==> src/rtl/ssramp_pkg.sv <==
package ssramp_pkg;

  // Saturating add: cur + step, clipped to limit.
  function automatic int unsigned sat_add(input int unsigned cur,
                                          input int unsigned step,
                                          input int unsigned limit);
    int unsigned sum;
    sum = cur + step;
    return (sum > limit) ? limit : sum;
  endfunction

endpackage

==> src/rtl/ssramp_stepper.sv <==
module ssramp_stepper #(
  parameter int unsigned CODE_W   = 13,
  parameter int unsigned STEP     = 12,
  parameter int unsigned SETPOINT = 5000
) (
  input  logic              clk,
  input  logic              rst_n,
  input  logic              clr,
  input  logic              adv,
  output logic [CODE_W-1:0] ramp_q,
  output logic [CODE_W-1:0] ramp_nxt
);

  // Next ramp value, already clipped at the setpoint.
  assign ramp_nxt = CODE_W'(ssramp_pkg::sat_add(32'(ramp_q), STEP, SETPOINT));

  always_ff @(posedge clk or negedge rst_n) begin
    if (!rst_n)   ramp_q <= '0;
    else if (clr) ramp_q <= '0;
    else if (adv) ramp_q <= ramp_nxt;
  end

endmodule

==> src/rtl/ssramp_handoff.sv <==
module ssramp_handoff #(
  parameter int unsigned CODE_W   = 13,
  parameter int unsigned SETPOINT = 5000
) (
  input  logic              clk,
  input  logic              rst_n,
  input  logic              clr,
  input  logic              adv,
  input  logic [CODE_W-1:0] ramp_q,
  input  logic [CODE_W-1:0] ramp_nxt,
  output logic              done_q,
  output logic [CODE_W-1:0] ref_code
);

  localparam logic [CODE_W-1:0] SET_CODE = CODE_W'(SETPOINT);

  logic reach_evt;
  assign reach_evt = adv && (ramp_nxt == SET_CODE);

  always_ff @(posedge clk or negedge rst_n) begin
    if (!rst_n)         done_q <= 1'b0;
    else if (clr)       done_q <= 1'b0;
    else if (reach_evt) done_q <= 1'b1;
  end

  // Once complete, the fixed setpoint replaces the ramp register.
  assign ref_code = done_q ? SET_CODE : ramp_q;

endmodule

==> src/rtl/ssramp_lsgate.sv <==
module ssramp_lsgate (
  input  logic en,
  input  logic done_q,
  input  logic zero_cur,
  output logic ls_off_req
);

  logic ramp_active;
  assign ramp_active = en && !done_q;
  assign ls_off_req  = ramp_active && zero_cur;

endmodule

==> src/rtl/ssramp_top.sv <==
module ssramp_top #(
  parameter int unsigned CODE_W   = 13,
  parameter int unsigned STEP     = 12,
  parameter int unsigned SETPOINT = 5000
) (
  input  logic              clk,
  input  logic              rst_n,
  input  logic              en,
  input  logic              tick,
  input  logic              zero_cur,
  input  logic              por,
  output logic [CODE_W-1:0] ref_code,
  output logic              ss_done,
  output logic              ls_off_req
);

  logic              clr_evt;
  logic              step_evt;
  logic [CODE_W-1:0] ramp_q;
  logic [CODE_W-1:0] ramp_nxt;

  // Power-on reset and disable both clear; they win over a tick.
  assign clr_evt  = por || !en;
  assign step_evt = tick && !clr_evt && !ss_done;

  ssramp_stepper #(
    .CODE_W(CODE_W), .STEP(STEP), .SETPOINT(SETPOINT)
  ) stepper_i (
    .clk(clk), .rst_n(rst_n), .clr(clr_evt), .adv(step_evt),
    .ramp_q(ramp_q), .ramp_nxt(ramp_nxt)
  );

  ssramp_handoff #(
    .CODE_W(CODE_W), .SETPOINT(SETPOINT)
  ) handoff_i (
    .clk(clk), .rst_n(rst_n), .clr(clr_evt), .adv(step_evt),
    .ramp_q(ramp_q), .ramp_nxt(ramp_nxt),
    .done_q(ss_done), .ref_code(ref_code)
  );

  ssramp_lsgate lsgate_i (
    .en(en), .done_q(ss_done), .zero_cur(zero_cur), .ls_off_req(ls_off_req)
  );

endmodule

==> config.mk <==
export PLATFORM = sky130hd
export DESIGN_NAME = ssramp_top
export DESIGN_NICKNAME = d
export VERILOG_FILES = /design/src/rtl/ssramp_pkg.sv /design/src/rtl/ssramp_stepper.sv /design/src/rtl/ssramp_handoff.sv /design/src/rtl/ssramp_lsgate.sv /design/src/rtl/ssramp_top.sv
export SDC_FILE = /design/constraint.sdc
export NUM_CORES = 1
export LEC_CHECK = 0
export ABC_AREA = 1
export BUFFER_PORTS_ARGS = -buffer_cell sky130_fd_sc_hd__buf_2
export CELL_PAD_IN_SITES_DETAIL_PLACEMENT = 2
export CELL_PAD_IN_SITES_GLOBAL_PLACEMENT = 2
export CORE_UTILIZATION = 25
export DETAILED_ROUTE_END_ITERATION = 16
export PLACE_DENSITY = 0.73
export SLEW_MARGIN = 20
export SYNTH_ARGS = -nofsm -noshare
export SYNTH_HDL_FRONTEND = slang
export SYNTH_SLANG_ARGS = --single-unit
==> constraint.sdc <==
create_clock -name clk -period 1.6 [get_ports clk]
set_clock_uncertainty 0.05 [all_clocks]
set_input_delay 0.08 -clock clk [delete_from_list [all_inputs] [get_ports clk]]
set_output_delay 0.08 -clock clk [all_outputs]
set_load 0.03 [all_outputs]
==> summary.txt <==
Worst setup path
  – Crit path DAT: 2.07 ns
  – Critical register-to-register path startpoint: stepper_i.ramp_q[3]
  – CP max-delay cell: dfrtp_2
  – WS Path Type: reg2reg
  – Required time of the critical path: 1.74 ns
  – Critical Path Sink: stepper_i.ramp_q[2]
  – Reg2Reg Depth: 12
  – Reg-to-reg slack, setup: -0.33 ns
  – CP cell instances: inv_2, ha_4, inv_4, nand2_2, nand2_2, a21oi_2, nand3_2, nand3_2, nand3_2, nand2_4, nand2_8, a21oi_4
  – Crit path largest cell delay: 0.46 ns
  – Critical Path Start: stepper_i.ramp_q[3]
  – Cell mode on critical path: nand3_2
  – Kind of start point of the critical path: register
  – R2R Path End: stepper_i.ramp_q[2]
  – Crit Path Max Fanout: 8
  – Worst setup EP type: register

Placed design
  – # placed instances: 259
  – Port Buf Inserts: 20
  – Routability cong.: 0.8281
  – Post-DP HPWL: 3490 um

Clock network
  – CTS tree: built
  – Root buf cell: clkbuf_8
  – CTS clock-pin slew for the worst setup and hold paths: 0.07 ns
  – CTS Sinks: 14
  – CTS buffer count: 3
  – H-tree lvl count: 1
  – Max Buffers Root-to-Sink: 2
  – Clk Latency, worst-skew pair: 0.26 ns

Die
  – Core area: 4000 um^2
  – Die ar.: 4406 um^2
  – IO Count: 21
  – Initial core utilization: 25.90%
  – Chip Height: 66.38 um
  – Die width: 66.38 um
  – Row cnt: 23

Drt
  – Via density: 4.838
  – DRC marker count from the first detailed-route iteration: 58
  – DRC: 0
  – Post-route ant nets: 0
  – Final WL: 5302 um
  – Routed wire per std cell: 19.56 um
  – First-pass DRT Iterations: 4
  – Via count: 1311

STA
  – Min Hold Slack: 0.05167 ns
  – Period minus WS final: 1.929 ns
  – Final period utilization: 120.6%
  – Max-slew violations: 0
  – Fin. Hold Viols: 0
  – Slew headroom: 70.32%
  – PnR worst setup slack: -0.3290 ns
  – Setup TNS Final: -4.085 ns
  – Unrepaired setup endpoints after global routing: true
  – Fmax achieved: 518.4 MHz
  – Final setup fails: 14
  – Worst Tran Pin Value: 0.4446 ns

Finish
  – Layout cells sized above 1: 52.94%
  – Layout area overhead: 66.30%
  – Antenna cell count: 0
  – Post-Layout Cell Count: 271
  – Net count, final: 230

Pwr
  – P_leak: 0.9386 nW
  – Maximum vdd drop: 0.0004390 V
  – PD cells: 841.7 nW/um^2

Synthesis
  – Sequential cell area fraction in the yosys report: 33.82%
  – Post-synth net total: 171
  – Mean Syn Cell Area: 6.356 um^2
  – Synth Warn #: 0
  – Cells after Synth: 163
  – Synthesized area: 1036 um^2
  – Distinct cells, synth: 21
  – Synthesized flop and latch total: 14

GRT
  – GRT overflow: 0
  – First-pass GRT wire length: 7997 um
  – Total track usage: 25.76%
  – Largest net degree at the start of global routing: 15
  – Initial antenna violation count: 0
  – Vias in the first global route: 1511

Run status
  – Violated checks: negative setup slack
  – Status: complete, but fails checks

Worst hold path
  – Worst hold path type: in2reg

Flow run
  – Max_cap viols: 0
==> critical path, delay by kind of cell, from the launching register on <==
family                   cells  cell delay, ns
buffers and inverters        2            0.16
AND/OR/NAND/NOR              7            0.74
adder cells (fa/ha/maj)      1            0.16
AO/OA/AOI/OAI                2            0.29
flip-flops                   1            0.46
==> what timing repair did <==
item                       4_1_cts  5_1_grt
hold buffers                     1        0
setup endpoints to repair       14       14
pin swaps                       11       10
buffers inserted                 3        4
resized for setup               32       23
hold endpoints to repair        14        0
==> cell usage after synthesis, drive strengths merged <==
cell     n  area (um^2)
nand3   14        75.07
nand4    2        12.51
ha       2        25.02
o21bai   1        7.510
dfrtp   14        350.3
nand2   63        259.0
nor2    26        110.1
inv     25        93.84
a21oi    5        28.78
nor3     2        15.01
o21ai    8        55.04
clkbuf   1        3.750
==> through the flow <==
stage | setup slack (ns) | area, um^2 | power, mW | util (%)
3_5_place_dp | -0.2684 | 1424 | 0.8705 | 35.60
5_1_grt | -0.4200 | 1723 | 1.501 | 43.07
4_1_cts | -0.2188 | 1614 | 1.357 | 40.35
2_1_floorplan | 0.004644 | 1062 | 0.6385 | -
6_report | -0.3290 | 1723 | 1.450 | 43.07
3_3_place_gp | -0.1179 | 1424 | 0.8396 | 35.60
==> cell usage in the layout (no fill, tap or decap) <==
cell and instances:
nor3_4 1, buf_4 34, o21ai_1 1, nand2_8 1
clkbuf_8 4, dlygate4sd3_1 1, nor2_2 4, inv_1 20
nor3_1 1, nand3_2 5, o21ai_2 6, nand4_1 2
o21ai_0 1, dfrtp_2 3, nor2_4 7, ha_1 1
inv_2 4, nand3_1 9, nor2_1 15, o21bai_1 1
buf_6 1, a21oi_4 1, ha_4 1, nand2_4 6
nand2_2 15, nand2_1 41, buf_2 19, inv_4 1
a21oi_2 4, dfrtp_1 11
==> metal layers <==
metal,share of wire (%),GRT usage (%),vias to the layer above,wire length (um)
li1,-,-,615,-
met1,44,31.59,658,2337
met2,51,44.77,30,2721
met3,2.9,2.759,8,153
met4,1.7,11.70,0,89
met5,0,0,-,0
==> cell families (layout without fill, tap and decap cells) <==
logic type,after synthesis,in the layout,synth area share [%]
buffers and inverters,26,84,9.420
adder cells (fa/ha/maj),2,2,2.415
AO/OA/AOI/OAI,14,14,8.816
AND/OR/NAND/NOR,107,107,45.53
flip-flops,14,14,33.82
==> state kept, by name, indices dropped and copies added, names as in the netlist <==
name and cells:
handoff_i.done_q 1, stepper_i.ramp_q 13
==> power by group <==
part	switching [mW]	total, mW	internal [mW]	leakage (nW)
clock	0.156	0.375	0.219	0.0288
combinational	0.372	0.666	0.293	0.721
sequential	0.0355	0.410	0.374	0.189
==> worst min path at each step <==
| stage | startpoint | end | slack, ns | cells past startpoint |
|---|---|---|---|---|
| finish | por | handoff_i.done_q | 0.05 | 4 |
| floorplan | rst_n | handoff_i.done_q | -0.27 | 0 |
| global placement | rst_n | stepper_i.ramp_q[4] | -0.03 | 1 |
| CTS | por | handoff_i.done_q | 0.05 | 4 |
| global route | por | handoff_i.done_q | 0.11 | 4 |
| detailed placement | rst_n | stepper_i.ramp_q[4] | -0.03 | 1 |
==> cell type report <==
cell class                      instances  area (um^2)
Clock buffer                            4        55.05
Fill cell                             463         2277
Inverter                               25        96.34
Multi-Input combinational cell        123        783.3
Sequential cell                        14        354.1
Tap cell                               50        62.56
Timing Repair Buffer                   55        371.6
(Power assumes the default switching activity.)
